[src/rtl/bootcfg_pkg.sv]
package bootcfg_pkg;

  // Bus primitive issued to the bit engine
  typedef enum logic [1:0] {
    BC_START = 2'd0,
    BC_STOP  = 2'd1,
    BC_BIT   = 2'd2
  } bus_cmd_e;

  typedef enum logic [2:0] {
    SQ_INIT  = 3'd0,
    SQ_START = 3'd1,
    SQ_WBYTE = 3'd2,
    SQ_RBYTE = 3'd3,
    SQ_STOP  = 3'd4,
    SQ_DONE  = 3'd5,
    SQ_FAIL  = 3'd6
  } seq_st_e;

  typedef struct packed {
    logic       eep_en;
    logic [1:0] aux;
  } strap_t;

  localparam logic [3:0] DEV_TYPE = 4'b1010;

  // Line levels for one quarter phase: {scl_low, sda_low}.
  // Quarter 0 keeps SDA as it was, so SDA never moves on the falling SCL edge.
  function automatic logic [1:0] phase_drive(bus_cmd_e cmd, logic [1:0] ph,
                                             logic wbit, logic sda_hold);
    logic [1:0] r;
    unique case (cmd)
      BC_START: begin
        unique case (ph)
          2'd0:    r = {1'b1, sda_hold};
          2'd1:    r = 2'b10;
          2'd2:    r = 2'b00;
          default: r = 2'b01;
        endcase
      end
      BC_STOP: begin
        unique case (ph)
          2'd0:    r = {1'b1, sda_hold};
          2'd1:    r = 2'b11;
          2'd2:    r = 2'b01;
          default: r = 2'b00;
        endcase
      end
      default: begin
        if (ph == 2'd0) r = {1'b1, sda_hold};
        else            r = {(ph == 2'd1), ~wbit};
      end
    endcase
    return r;
  endfunction

endpackage

[src/rtl/bootcfg_strap_latch.sv]
module bootcfg_strap_latch
  import bootcfg_pkg::*;
(
  input  logic       clk,
  input  logic       sys_rst_n,
  input  logic       strap_mode,
  input  logic [1:0] strap_aux,
  output strap_t     straps_q,
  output logic       boot_wide,
  output logic       width_rsvd,
  output logic [6:0] dev_addr
);

  strap_t cap_q;

  // Sampling register: loads on every edge while reset is low and holds afterwards
  always_ff @(posedge clk) begin
    if (!sys_rst_n) begin
      cap_q <= '{eep_en: strap_mode, aux: strap_aux};
    end
  end

  assign straps_q   = cap_q;
  assign boot_wide  = !cap_q.eep_en && (cap_q.aux == 2'b01);
  assign width_rsvd = !cap_q.eep_en && cap_q.aux[1];
  assign dev_addr   = {DEV_TYPE, cap_q.aux, 1'b0};

endmodule

[src/rtl/bootcfg_i2c_phy.sv]
module bootcfg_i2c_phy
  import bootcfg_pkg::*;
#(
  parameter int CLK_QDIV = 125
) (
  input  logic     clk,
  input  logic     rst_n,
  input  logic     go,
  input  bus_cmd_e cmd,
  input  logic     wbit,
  input  logic     sda_in,
  output logic     fin,
  output logic     rbit,
  output logic     scl_low,
  output logic     sda_low
);

  localparam int CW = (CLK_QDIV > 1) ? $clog2(CLK_QDIV) : 1;
  localparam logic [CW-1:0] QLAST = CW'(CLK_QDIV - 1);

  logic          busy_q, busy_d;
  bus_cmd_e      cmd_q, cmd_d;
  logic          wbit_q, wbit_d;
  logic [1:0]    ph_q, ph_d;
  logic [CW-1:0] qcnt_q, qcnt_d;
  logic          scl_q, scl_d;
  logic          sda_q, sda_d;
  logic          rbit_q, rbit_d;
  logic          fin_q, fin_d;
  logic          qend;

  assign qend = (qcnt_q == QLAST);

  always_comb begin
    busy_d = busy_q;
    cmd_d  = cmd_q;
    wbit_d = wbit_q;
    ph_d   = ph_q;
    qcnt_d = qcnt_q;
    scl_d  = scl_q;
    sda_d  = sda_q;
    rbit_d = rbit_q;
    fin_d  = 1'b0;
    if (!busy_q) begin
      if (go) begin
        busy_d         = 1'b1;
        cmd_d          = cmd;
        wbit_d         = wbit;
        ph_d           = 2'd0;
        qcnt_d         = '0;
        {scl_d, sda_d} = phase_drive(cmd, 2'd0, wbit, sda_q);
      end
    end else if (!qend) begin
      qcnt_d = qcnt_q + 1'b1;
    end else begin
      qcnt_d = '0;
      if (ph_q == 2'd2) rbit_d = sda_in;
      if (ph_q == 2'd3) begin
        busy_d = 1'b0;
        fin_d  = 1'b1;
      end else begin
        ph_d           = ph_q + 2'd1;
        {scl_d, sda_d} = phase_drive(cmd_q, ph_q + 2'd1, wbit_q, sda_q);
      end
    end
  end

  always_ff @(posedge clk or negedge rst_n) begin
    if (!rst_n) begin
      busy_q <= 1'b0;
      cmd_q  <= BC_STOP;
      wbit_q <= 1'b1;
      ph_q   <= 2'd0;
      qcnt_q <= '0;
      scl_q  <= 1'b0;
      sda_q  <= 1'b0;
      rbit_q <= 1'b1;
      fin_q  <= 1'b0;
    end else begin
      busy_q <= busy_d;
      cmd_q  <= cmd_d;
      wbit_q <= wbit_d;
      ph_q   <= ph_d;
      qcnt_q <= qcnt_d;
      scl_q  <= scl_d;
      sda_q  <= sda_d;
      rbit_q <= rbit_d;
      fin_q  <= fin_d;
    end
  end

  assign fin     = fin_q;
  assign rbit    = rbit_q;
  assign scl_low = scl_q;
  assign sda_low = sda_q;

endmodule

[src/rtl/bootcfg_seq.sv]
module bootcfg_seq
  import bootcfg_pkg::*;
#(
  parameter  int NBYTES = 32,
  localparam int AW     = $clog2(NBYTES)
) (
  input  logic          clk,
  input  logic          rst_n,
  input  logic          eep_en,
  input  logic [6:0]    dev_addr,
  input  logic          fin,
  input  logic          rbit,
  output logic          go,
  output bus_cmd_e      cmd,
  output logic          wbit,
  output logic          wr_en,
  output logic [AW-1:0] wr_addr,
  output logic [7:0]    wr_data,
  output logic          done,
  output logic          err
);

  localparam logic [AW-1:0] LAST = AW'(NBYTES - 1);

  seq_st_e       st_q, st_d;
  logic          wait_q, wait_d;
  logic [3:0]    bidx_q, bidx_d;
  logic [1:0]    step_q, step_d;
  logic [AW-1:0] rcnt_q, rcnt_d;
  logic [7:0]    sh_q, sh_d;
  logic          failp_q, failp_d;
  logic [7:0]    txbyte;
  logic          ninth;

  assign ninth = bidx_q[3];

  always_comb begin
    unique case (step_q)
      2'd0:    txbyte = {dev_addr, 1'b0};
      2'd1:    txbyte = 8'h00;
      default: txbyte = {dev_addr, 1'b1};
    endcase
  end

  // Command presented to the bit engine
  always_comb begin
    go   = !wait_q && (st_q == SQ_START || st_q == SQ_WBYTE ||
                       st_q == SQ_RBYTE || st_q == SQ_STOP);
    cmd  = BC_BIT;
    wbit = 1'b1;
    unique case (st_q)
      SQ_START: cmd = BC_START;
      SQ_STOP:  cmd = BC_STOP;
      SQ_WBYTE: wbit = ninth ? 1'b1 : txbyte[3'd7 - bidx_q[2:0]];
      SQ_RBYTE: wbit = ninth ? (rcnt_q == LAST) : 1'b1;
      default:  ;
    endcase
  end

  assign wr_addr = rcnt_q;
  assign wr_data = {sh_q[6:0], rbit};

  always_comb begin
    st_d    = st_q;
    wait_d  = wait_q;
    bidx_d  = bidx_q;
    step_d  = step_q;
    rcnt_d  = rcnt_q;
    sh_d    = sh_q;
    failp_d = failp_q;
    wr_en   = 1'b0;
    if (go) wait_d = 1'b1;
    unique case (st_q)
      SQ_INIT: st_d = eep_en ? SQ_START : SQ_DONE;
      SQ_START: begin
        if (fin) begin
          wait_d = 1'b0;
          bidx_d = 4'd0;
          st_d   = SQ_WBYTE;
        end
      end
      SQ_WBYTE: begin
        if (fin) begin
          wait_d = 1'b0;
          if (!ninth) begin
            bidx_d = bidx_q + 4'd1;
          end else begin
            bidx_d = 4'd0;
            if (rbit) begin
              failp_d = 1'b1;
              st_d    = SQ_STOP;
            end else begin
              unique case (step_q)
                2'd0: step_d = 2'd1;
                2'd1: begin
                  step_d = 2'd2;
                  st_d   = SQ_START;
                end
                default: begin
                  rcnt_d = '0;
                  st_d   = SQ_RBYTE;
                end
              endcase
            end
          end
        end
      end
      SQ_RBYTE: begin
        if (fin) begin
          wait_d = 1'b0;
          if (!ninth) begin
            sh_d   = {sh_q[6:0], rbit};
            bidx_d = bidx_q + 4'd1;
            if (bidx_q[2:0] == 3'd7) wr_en = 1'b1;
          end else begin
            bidx_d = 4'd0;
            if (rcnt_q == LAST) st_d = SQ_STOP;
            else                rcnt_d = rcnt_q + 1'b1;
          end
        end
      end
      SQ_STOP: begin
        if (fin) begin
          wait_d = 1'b0;
          st_d   = failp_q ? SQ_FAIL : SQ_DONE;
        end
      end
      default: ;
    endcase
  end

  always_ff @(posedge clk or negedge rst_n) begin
    if (!rst_n) begin
      st_q    <= SQ_INIT;
      wait_q  <= 1'b0;
      bidx_q  <= 4'd0;
      step_q  <= 2'd0;
      rcnt_q  <= '0;
      sh_q    <= 8'h00;
      failp_q <= 1'b0;
    end else begin
      st_q    <= st_d;
      wait_q  <= wait_d;
      bidx_q  <= bidx_d;
      step_q  <= step_d;
      rcnt_q  <= rcnt_d;
      sh_q    <= sh_d;
      failp_q <= failp_d;
    end
  end

  assign done = (st_q == SQ_DONE);
  assign err  = (st_q == SQ_FAIL);

endmodule

[src/rtl/bootcfg_store.sv]
module bootcfg_store #(
  parameter  int NBYTES = 32,
  localparam int AW     = $clog2(NBYTES)
) (
  input  logic          clk,
  input  logic          wr_en,
  input  logic [AW-1:0] wr_addr,
  input  logic [7:0]    wr_data,
  input  logic [AW-1:0] rd_addr,
  output logic [7:0]    rd_data
);

  logic [7:0] mem [NBYTES];

  always_ff @(posedge clk) begin
    if (wr_en) begin
      mem[wr_addr] <= wr_data;
    end
  end

  assign rd_data = mem[rd_addr];

endmodule

[src/rtl/bootcfg_loader.sv]
module bootcfg_loader
  import bootcfg_pkg::*;
#(
  parameter  int CLK_QDIV = 125,
  parameter  int NBYTES   = 32,
  localparam int AW       = $clog2(NBYTES)
) (
  input  logic          clk,
  input  logic          sys_rst_n,
  input  logic          strap_mode,
  input  logic [1:0]    strap_aux,
  input  logic          sda_in,
  output logic          scl_pull_low,
  output logic          sda_pull_low,
  output logic          core_rst_n,
  output logic          boot_wide,
  output logic          width_rsvd,
  output logic          cfg_done,
  output logic          cfg_err,
  input  logic [AW-1:0] rd_addr,
  output logic [7:0]    rd_data
);

  strap_t        straps_q;
  logic          eep_en;
  logic [6:0]    dev_addr;
  logic          go, wbit, fin, rbit;
  bus_cmd_e      cmd;
  logic          wr_en;
  logic [AW-1:0] wr_addr;
  logic [7:0]    wr_data;
  logic          seq_done, seq_err;
  logic          bw, rsv;

  bootcfg_strap_latch u_straps (
    .clk        (clk),
    .sys_rst_n  (sys_rst_n),
    .strap_mode (strap_mode),
    .strap_aux  (strap_aux),
    .straps_q   (straps_q),
    .boot_wide  (bw),
    .width_rsvd (rsv),
    .dev_addr   (dev_addr)
  );

  assign eep_en = straps_q.eep_en;

  bootcfg_seq #(.NBYTES(NBYTES)) u_seq (
    .clk      (clk),
    .rst_n    (sys_rst_n),
    .eep_en   (eep_en),
    .dev_addr (dev_addr),
    .fin      (fin),
    .rbit     (rbit),
    .go       (go),
    .cmd      (cmd),
    .wbit     (wbit),
    .wr_en    (wr_en),
    .wr_addr  (wr_addr),
    .wr_data  (wr_data),
    .done     (seq_done),
    .err      (seq_err)
  );

  bootcfg_i2c_phy #(.CLK_QDIV(CLK_QDIV)) u_phy (
    .clk     (clk),
    .rst_n   (sys_rst_n),
    .go      (go),
    .cmd     (cmd),
    .wbit    (wbit),
    .sda_in  (sda_in),
    .fin     (fin),
    .rbit    (rbit),
    .scl_low (scl_pull_low),
    .sda_low (sda_pull_low)
  );

  bootcfg_store #(.NBYTES(NBYTES)) u_store (
    .clk     (clk),
    .wr_en   (wr_en),
    .wr_addr (wr_addr),
    .wr_data (wr_data),
    .rd_addr (rd_addr),
    .rd_data (rd_data)
  );

  assign core_rst_n = seq_done;
  assign cfg_done   = seq_done;
  assign cfg_err    = seq_err;
  assign boot_wide  = bw;
  assign width_rsvd = rsv;

endmodule

[config.mk]
export PLATFORM = sky130hd
export DESIGN_NAME = bootcfg_loader
export DESIGN_NICKNAME = d
export VERILOG_FILES = /design/src/rtl/bootcfg_pkg.sv /design/src/rtl/bootcfg_strap_latch.sv /design/src/rtl/bootcfg_i2c_phy.sv /design/src/rtl/bootcfg_seq.sv /design/src/rtl/bootcfg_store.sv /design/src/rtl/bootcfg_loader.sv
export SDC_FILE = /design/constraint.sdc
export NUM_CORES = 1
export LEC_CHECK = 0
export ABC_AREA = 1
export ABC_CLOCK_PERIOD_IN_PS = 2690
export BUFFER_PORTS_ARGS = -buffer_cell sky130_fd_sc_hd__buf_4
export CORE_ASPECT_RATIO = 0.8
export CORE_MARGIN = 4
export CORE_UTILIZATION = 59
export CTS_CLUSTER_SIZE = 8
export DETAILED_ROUTE_END_ITERATION = 12
export PLACE_DENSITY = 0.85
export REMOVE_ABC_BUFFERS = 1
export SLEW_MARGIN = 10
export SYNTH_ARGS = -nofsm -noshare
export SYNTH_HDL_FRONTEND = slang
export SYNTH_SLANG_ARGS = --single-unit
[constraint.sdc]
create_clock -name clk -period 2.69 [get_ports clk]
set_input_delay 0 -clock clk [delete_from_list [all_inputs] [get_ports clk]]
set_output_delay 0 -clock clk [all_outputs]
set_load 0.02 [all_outputs]
==> flow_summary.ini, run 1 <==
[status]
status = completed

[worst_setup_path]
worstSetupStartpointType = flop
ff2ff_path_depth = 6
r2r-start = u_seq.st_q[0]
critPathKind = reg2reg
cp_max_fo = 11
worstSetupEndpointType = flop
path_cells = nand2_1 > nor2_4 > nand2_2 > nor2_8 > nand2_4 > nor2_1
r2r_slack_ns = 0.24
regToRegEndpoint = u_store.mem[10][0]
worst-path-buf-inv = 0
required_ns = 2.83
cp_top_family = simple AND/OR/NAND/NOR gates
arrival_ns = 2.60
critPathMaxStageDelay_ns = 0.59
cpMaxStageDelayCell = nor2_1

[timing]
hold_slack_ns = 0.196
tightest_slew_ns = 0.767
rsz0062_at_grt = false
maxSlewViolCount = 0
timing.final.setup_violations = 0
fin_crit_ns = 2.45
finalHoldViolCount = 0
fmax_mhz = 408
min_period_over_period_pct = 91.2
worst_slack_ns = 0.236
relSlewSlack_pct = 48.8
fin_tns_setup_ns = 0
skew_ns = 0.0160

[clock_tree]
cts_tree = done
cts_buffers = 43
clock-root-buffer = clkbuf_16
worstSkewPairLatency_ns = 0.53
clkSlewWorstSetupHoldPaths_ns = 0.05
clock-sinks = 299
clockBufferDepth = 3
cts_max_level = 2
cts_setup_buffers = 0

[final_layout]
seqCellArea_mm2 = 0.00878
final_common_cell = nand2_1
nNetsFinal = 1250
drive_above_1_share_pct = 10.0
fin_area_mm2 = 0.0145
post-route-util_pct = 69.4
fillers = 1387
layout.cells.non_filler = 1513
multi_input_area_mm2 = 0.00352
syn_to_final_growth_pct = 14.3
layout_common_cells = nand2_1 (419), edfxtp_1 (259), nand3_1 (233)
antenna_cells = 0

[power_and_ir_drop]
leakagePower_nw = 5.67
p_comb_share_pct = 10.5
p_sw_share_pct = 24.3
power.internal_mw = 8.51
clkPwrFrac_pct = 42.7
p_total_mw = 11.2
irDropWorstVdd_uv = 692
seqPwrFrac_pct = 46.9
p_per_area_mw_per_mm2 = 774
power.switching_mw = 2.73

[route]
wl_met3_mm = 3.77
m1WireLength_mm = 11.9
ant_nets = 0
drc_errors = 0
vias = 9093
totalWireLength_mm = 31.0
drt_first_pass_iters = 6
first_iter_violations = 1209
vias_per_cell = 6.01
top_layer_used = met4
dr_wl_met2_mm = 14.5
routedWlPerCell_um = 20.5

[synth]
synth_edf_count = 259
ys_seq_elements = 299
syn-cell-area_mm2 = 0.0127
ys_seq_area_share_pct = 69.1
synthCells = 1175
synth_async_sr_flop_share_pct = 13.4
yosys.cell_types.count = 32
avgSynthCellArea_um2 = 10.8
ys_warn_count = 0
ys.flop_type = edfxtp_1

[placed_design]
placed_cell_area_mm2 = 0.0133
port_buffers = 25
gp_congestion = 0.876
hpwl_mm = 18.1
dp_cells = 1444
pre_cts_slack_ns = 0.286

[hold_path]
holdPathStages = 2
hp-start = strap_aux[0]
holdPathEnd = u_straps.dev_addr[1]
min_path_type = in2reg

[die]
io_pins = 26
dieArea_mm2 = 0.0240
start_util_pct = 60.7
die_w_um = 172
die_y_um = 139
rows = 47
coreArea_mm2 = 0.0209

[global_route]
gr-total-overflow = 0
grt_max_degree = 129
grt_usage_pct = 26.0
antenna_found_initial = 0
grt_pass1_vias = 8951
grt_pass1_wl_mm = 48.5

[run]
drv_cap = 0
flip-flops by register name, indices dropped and copies added, names as in the netlist:
signal	count
u_seq.sh_q	7
u_phy.qcnt_q	7
u_seq.step_q	2
u_straps.straps_q	1
u_store.mem	256
u_phy.scl_low	1
u_phy.sda_low	1
u_seq.failp_q	1
u_phy.cmd_q	2
u_seq.wait_q	1
u_seq.st_q	3
u_phy.rbit	1
u_phy.fin	1
u_seq.wr_addr	5
u_phy.busy_q	1
u_phy.ph_q	2
u_phy.wbit_q	1
u_seq.bidx_q	4
u_straps.dev_addr	2
repair_timing:
| action | 4_1_cts | 5_1_grt |
|---|---|---|
| hold buffers | 7 | 0 |
| resized for setup | 0 | 0 |
| endpoints found under the hold margin | 44 | 0 |
Yosys cell counts (2+ instances only):
cell type | n | share of area (%)
nor2_1 | 47 | 1.4
nand2_2 | 2 | 0.098
nor2_4 | 3 | 0.27
a21oi_1 | 9 | 0.35
nand2_4 | 4 | 0.35
o21ai_0 | 11 | 0.43
nand2_1 | 419 | 12
buf_1 | 5 | 0.15
inv_2 | 7 | 0.21
dfrtp_1 | 37 | 7.3
o21ai_1 | 13 | 0.51
nor3_1 | 5 | 0.20
o22ai_1 | 4 | 0.20
buf_2 | 31 | 1.2
clkbuf_1 | 18 | 0.53
inv_1 | 35 | 1.0
nand3_1 | 233 | 9.2
o211ai_1 | 2 | 0.12
ha_1 | 12 | 1.2
xor2_1 | 6 | 0.41
dfstp_2 | 3 | 0.62
edfxtp_1 | 259 | 61
how the worst max path moves through the flow:
stage,start,end,cells past startpoint
final,u_seq.st_q[0],u_store.mem[10][0],6
after floorplan,u_seq.st_q[2],u_store.mem[10][0],7
after CTS,u_seq.st_q[0],u_store.mem[10][4],6
after global placement,u_seq.st_q[1],u_store.mem[10][5],8
after detailed placement,u_seq.st_q[0],u_store.mem[10][5],6
after global routing,u_seq.st_q[1],u_store.mem[10][4],8
routing by layer:
layer | GRT usage [%] | vias to the layer above
met5 | 0 | -
met4 | 7.86 | 0
met3 | 7.20 | 81
met2 | 41.3 | 578
met1 | 35.6 | 4298
li1 | - | 4136
power groups by stage:
| stage | registers, mW | logic (mW) | clock network (mW) |
|---|---|---|---|
| global route | 5.28 | 1.32 | 5.06 |
| global placement | 5.33 | 1.09 | 0 |
| floorplan | 5.33 | 0.762 | 0 |
| finish | 5.27 | 1.18 | 4.80 |
| CTS | 5.26 | 1.17 | 4.85 |
| detailed placement | 5.34 | 1.14 | 0 |
kinds of logic (layout without fill, tap and decap cells):
logic type,count (synthesis),after routing,synth area share [%]
xor+xnor,7,7,0.482
buf+inv,97,166,3.20
compound gates,41,41,1.74
fa+ha+maj,12,12,1.18
flops,299,299,69.1
simple gates,719,719,24.3
layout make-up:
cell class | count | area share, %
Clock buffer | 61 | 8.17
Inverter | 42 | 1.09
Sequential cell | 299 | 60.5
Timing Repair Buffer | 62 | 3.65
Clock inverter | 1 | 0.0517
Multi-Input combinational cell | 779 | 24.3
Tap cell | 269 | 2.32
Note: power is estimated with default switching activity, not from simulation.
==> run 2: changes to the inputs <==
--- a/config.mk
+++ b/config.mk
@@ -13,6 +13,7 @@
 export CORE_UTILIZATION = 59
 export CTS_CLUSTER_SIZE = 8
 export DETAILED_ROUTE_END_ITERATION = 12
+export GPL_TIMING_DRIVEN = 0
 export PLACE_DENSITY = 0.85
 export REMOVE_ABC_BUFFERS = 1
 export SLEW_MARGIN = 10
==> run 2 against run 1 <==
Compared with the run above:
- cell area fell by 1.4%
- clock-buffer cell count fell by 4
- via count fell by 2.3%
- critical path depth did not move
- clock power barely moved
- worst hold slack improved by 0.015 ns
- global-route usage fell by 1.3 points
- largest power group unchanged
==> flow_summary.ini, run 2 (synthesis results as in run 1) <==
[clock_tree]
cts_tree = done
clockBufferDepth = 3
clock-root-buffer = clkbuf_16
worstSkewPairLatency_ns = 0.53
cts_max_level = 2
clock-sinks = 299
clkSlewWorstSetupHoldPaths_ns = 0.05
cts_buffers = 43

[die]
coreArea_mm2 = 0.0209
rows = 47
dieArea_mm2 = 0.0240
start_util_pct = 60.7
die_y_um = 139
io_pins = 26
die_w_um = 172

[timing]
min_period_over_period_pct = 95.6
fmax_mhz = 389
fin_crit_ns = 2.57
finalHoldViolCount = 0
skew_ns = 0.0194
maxSlewViolCount = 0
tightest_slew_ns = 1.30
rsz0062_at_grt = false
timing.final.setup_violations = 0
relSlewSlack_pct = 13.1
worst_slack_ns = 0.117
fin_tns_setup_ns = 0

[route]
vias = 8883
first_iter_violations = 1228
ant_nets = 0
drc_errors = 0
totalWireLength_mm = 29.5
drt_first_pass_iters = 5
vias_per_cell = 5.99
routedWlPerCell_um = 19.9

[worst_setup_path]
required_ns = 2.83
worstSetupStartpointType = flop
arrival_ns = 2.71
critPathKind = reg2reg
cp_max_fo = 11
worstSetupEndpointType = flop

[placed_design]
port_buffers = 25
placed_cell_area_mm2 = 0.0130
pre_cts_slack_ns = 0.110
hpwl_mm = 16.3
gp_congestion = 0.837

[final_layout]
fin_area_mm2 = 0.0143
reg.largest.list = u_store.mem (256), u_phy.qcnt_q (7), u_seq.sh_q (7)
drive_above_1_share_pct = 9.14
antenna_cells = 0
top_register = u_store.mem
layout_common_cells = nand2_1 (419), edfxtp_1 (259), nand3_1 (233)
syn_to_final_growth_pct = 12.7
final_common_cell = nand2_1
largest_reg_flops = 256
nNetsFinal = 1222

[power_and_ir_drop]
power.internal_mw = 8.45
leakagePower_nw = 5.51
irDropWorstVdd_uv = 634
p_per_area_mw_per_mm2 = 781
power.switching_mw = 2.74
p_comb_share_pct = 10.3
seqPwrFrac_pct = 47.1
p_sw_share_pct = 24.5
clkPwrFrac_pct = 42.6

[hold_path]
min_path_type = in2reg

[global_route]
grt_max_degree = 78
gr-total-overflow = 0
antenna_found_initial = 0
grt_pass1_wl_mm = 46.3
grt_pass1_vias = 8636
grt_usage_pct = 24.7

[run]
drv_cap = 0

[status]
status = completed
-- run 2: timing repair --
item / in CTS / in global routing
endpoints found under the hold margin: 44 / 0
setup buffers: 0 / 0
setup endpoints to repair: 0 / 90
resized for setup: 0 / 15
hold buffers: 7 / 0
-- run 2: worst paths after layout --
| check | start | end | slack (ns) | depth (start not counted) |
|---|---|---|---|---|
| min in group asynchronous | sys_rst_n | u_phy.qcnt_q[6] | 0.52 | 3 |
| worst min-delay path | strap_aux[1] | u_straps.dev_addr[2] | 0.21 | 2 |
| max in group asynchronous | sys_rst_n | u_seq.bidx_q[1] | 1.20 | 4 |
| worst max-delay path | u_seq.st_q[0] | u_store.mem[20][6] | 0.12 | 6 |
| worst max register to register | u_seq.st_q[0] | u_store.mem[20][6] | 0.12 | 6 |
| worst min register to register | u_phy.sda_low | u_phy.sda_low | 0.48 | 2 |
-- run 2: layout make-up --
class	count	area, um2
sequential	299	8780
fill	1418	6610
multi-input combinational	779	3550
clock buffer	57	1150
tap	269	337
timing repair buffer	34	309
inverter	42	163
clock inverter	3	31.3
-- run 2: power by group through the flow --
stage	clock network [mW]	logic, mW	registers (mW)
floorplan	0	0.762	5.33
global placement	0	1.07	5.34
detailed placement	0	1.12	5.35
CTS	4.79	1.15	5.27
global route	5.03	1.29	5.29
finish	4.77	1.15	5.27
-- run 2: through the flow --
step / hold slack (ns) / util [%] / total power, mW / cells
5_1_grt: 0.221 / 68.4 / 11.6 / 1483
6_report: 0.211 / 68.4 / 11.2 / 1483
2_1_floorplan: -0.296 / - / 6.09 / 1120
3_3_place_gp: 0.00419 / 62.0 / 6.42 / 1414
4_1_cts: 0.177 / 68.3 / 11.2 / 1483
3_5_place_dp: 0.00644 / 62.3 / 6.47 / 1416
-- run 2: routing by layer --
metal / share of wire [%] / GRT usage [%] / routed length [um]
met1: 40 / 35.3 / 11800
met2: 48 / 38.6 / 14000
met3: 10 / 5.53 / 3080
met4: 2.1 / 7.61 / 618
met5: 0 / 0 / 0
-- run 2: worst max-delay path, stage by stage (launching register included) --
cell and delay, ns:
dfrtp_1 0.56, nand2_1 0.19, nor2_4 0.19, nand2_2 0.21
nor2_8 0.22, nand2_4 0.17, nor2_1 0.64
==> run 3: changes to the inputs <==
--- a/config.mk
+++ b/config.mk
@@ -15,7 +15,6 @@
 export DETAILED_ROUTE_END_ITERATION = 12
 export GPL_TIMING_DRIVEN = 0
 export PLACE_DENSITY = 0.85
-export REMOVE_ABC_BUFFERS = 1
 export SLEW_MARGIN = 10
 export SYNTH_ARGS = -nofsm -noshare
 export SYNTH_HDL_FRONTEND = slang
==> run 3 against run 2 <==
Compared with the run above:
- sequential share of layout area is 0.52 points lower
- largest power group unchanged
- worst hold slack worse by 0.025 ns
- sequential power hardly changed
- power is 0.52% higher
- via count is 6.4% higher
- global-route usage is 3.0 points higher
==> flow_summary.ini, run 3 (synthesis results as in run 1) <==
[status]
status = completed

[final_layout]
nNetsFinal = 1272
top_register = u_store.mem
antenna_cells = 0
drive_above_1_share_pct = 10.3
post-route-util_pct = 69.1
final_common_cell = nand2_1
largest_reg_flops = 256
syn_to_final_growth_pct = 13.8
layout_common_cells = nand2_1 (419), edfxtp_1 (259), nand3_1 (233)
reg.largest.list = u_store.mem (256), u_phy.qcnt_q (7), u_seq.sh_q (7)
layout.cells.non_filler = 1534

[timing]
relSlewSlack_pct = 37.7
timing.final.setup_violations = 0
rsz0062_at_grt = false
fin_tns_setup_ns = 0
maxSlewViolCount = 0
finalHoldViolCount = 0
worst_slack_ns = 0.184
fmax_mhz = 399
min_period_over_period_pct = 93.2
skew_ns = 0.0153
fin_crit_ns = 2.51
tightest_slew_ns = 0.931

[placed_design]
gp_congestion = 0.931
hpwl_mm = 20.5
dp_cells = 1466
port_buffers = 22
pre_cts_slack_ns = 0.278

[global_route]
grt_pass1_vias = 9247
gr-total-overflow = 0
grt_usage_pct = 27.7
grt_pass1_wl_mm = 51.0
antenna_found_initial = 0
grt_max_degree = 37

[clock_tree]
cts_tree = done
cts_resized = 0
clock-sinks = 299
cts_max_level = 2
cts_hold_buffers = 7
clkSlewWorstSetupHoldPaths_ns = 0.05
cts_setup_buffers = 0
clockBufferDepth = 3
clock-root-buffer = clkbuf_16
cts_buffers = 43
worstSkewPairLatency_ns = 0.54

[die]
dieArea_mm2 = 0.0240
die_w_um = 172
die_y_um = 139
rows = 47
coreArea_mm2 = 0.0209
io_pins = 26
start_util_pct = 60.7

[route]
first_iter_violations = 1312
ant_nets = 0
totalWireLength_mm = 33.3
drc_errors = 0
vias_per_cell = 6.16
vias = 9451
drt_first_pass_iters = 6
routedWlPerCell_um = 21.7

[synth]
synth_fp_nets = 1198

[worst_setup_path]
worstSetupEndpointType = flop
worstSetupStartpointType = flop
cp-startpoint = u_seq.st_q[1]
worst-path-buf-inv = 1
required_ns = 2.84
ff2ff_path_depth = 8
r2r-start = u_seq.st_q[1]
arrival_ns = 2.65
critical_path_cell_count = 8
path_cells = inv_2 > nor2_2 > nand2_1 > nor2_4 > nand2_2 > nor2_8 > nand2_4 > nor2_1
cp_max_fo = 8
cpMaxStageDelayCell = nor2_1
critPathKind = reg2reg
critPathMaxStageDelay_ns = 0.73
cp_top_family = simple AND/OR/NAND/NOR gates

[power_and_ir_drop]
p_total_mw = 11.3
p_per_area_mw_per_mm2 = 778
irDropWorstVdd_uv = 552
leakagePower_nw = 5.61

[hold_path]
hp-start = strap_aux[0]
min_path_type = in2reg
holdPathStages = 2

[run]
drv_cap = 0
## run 3: cell types whose count changed in the layout (fill, tap and decap cells not counted), moves of 12 or more
cell and delta:
buf_2 +31, nor2_2 -12, nor2_1 +12, clkbuf_1 +20
## run 3: final timing paths
kind / endpoint / slack (ns)
min in group asynchronous: u_phy.scl_low / 0.49
hold reg to reg: u_phy.cmd_q[0] / 0.49
setup reg to reg: u_store.mem[11][3] / 0.18
hold / removal: u_straps.dev_addr[1] / 0.19
setup / recovery: u_store.mem[11][3] / 0.18
max in group asynchronous: u_phy.qcnt_q[1] / 1.09
## run 3: power breakdown
group	switching, mW	internal [mW]
logic	0.811	0.402
clock network	1.89	2.90
registers	0.122	5.13
## run 3: metrics by stage
| step | cell area (um2) | hold WS, ns |
|---|---|---|
| floorplan | 12700 | -0.296 |
| global placement | 13200 | 0.00779 |
| detailed placement | 13200 | 0.0141 |
| CTS | 14500 | 0.176 |
| global route | 14500 | 0.195 |
| finish | 14500 | 0.186 |
## run 3: area by class of cell
type                    count  area, um2
multi-input cells         779       3520
repair buffers             29        235
inverters                  42        158
fillers                  1444       6470
clock buffers              58       1130
flip-flops and latches    299       8790
well taps                 269        337
clock inverters             3       36.3
plain buffers              55        249
## run 3: layer usage
| metal | GRT usage, % | wire length, um |
|---|---|---|
| met2 | 41.5 | 14900 |
| met3 | 7.88 | 3990 |
| met1 | 39.7 | 13200 |
| met4 | 9.39 | 1180 |
| met5 | 0 | 0 |
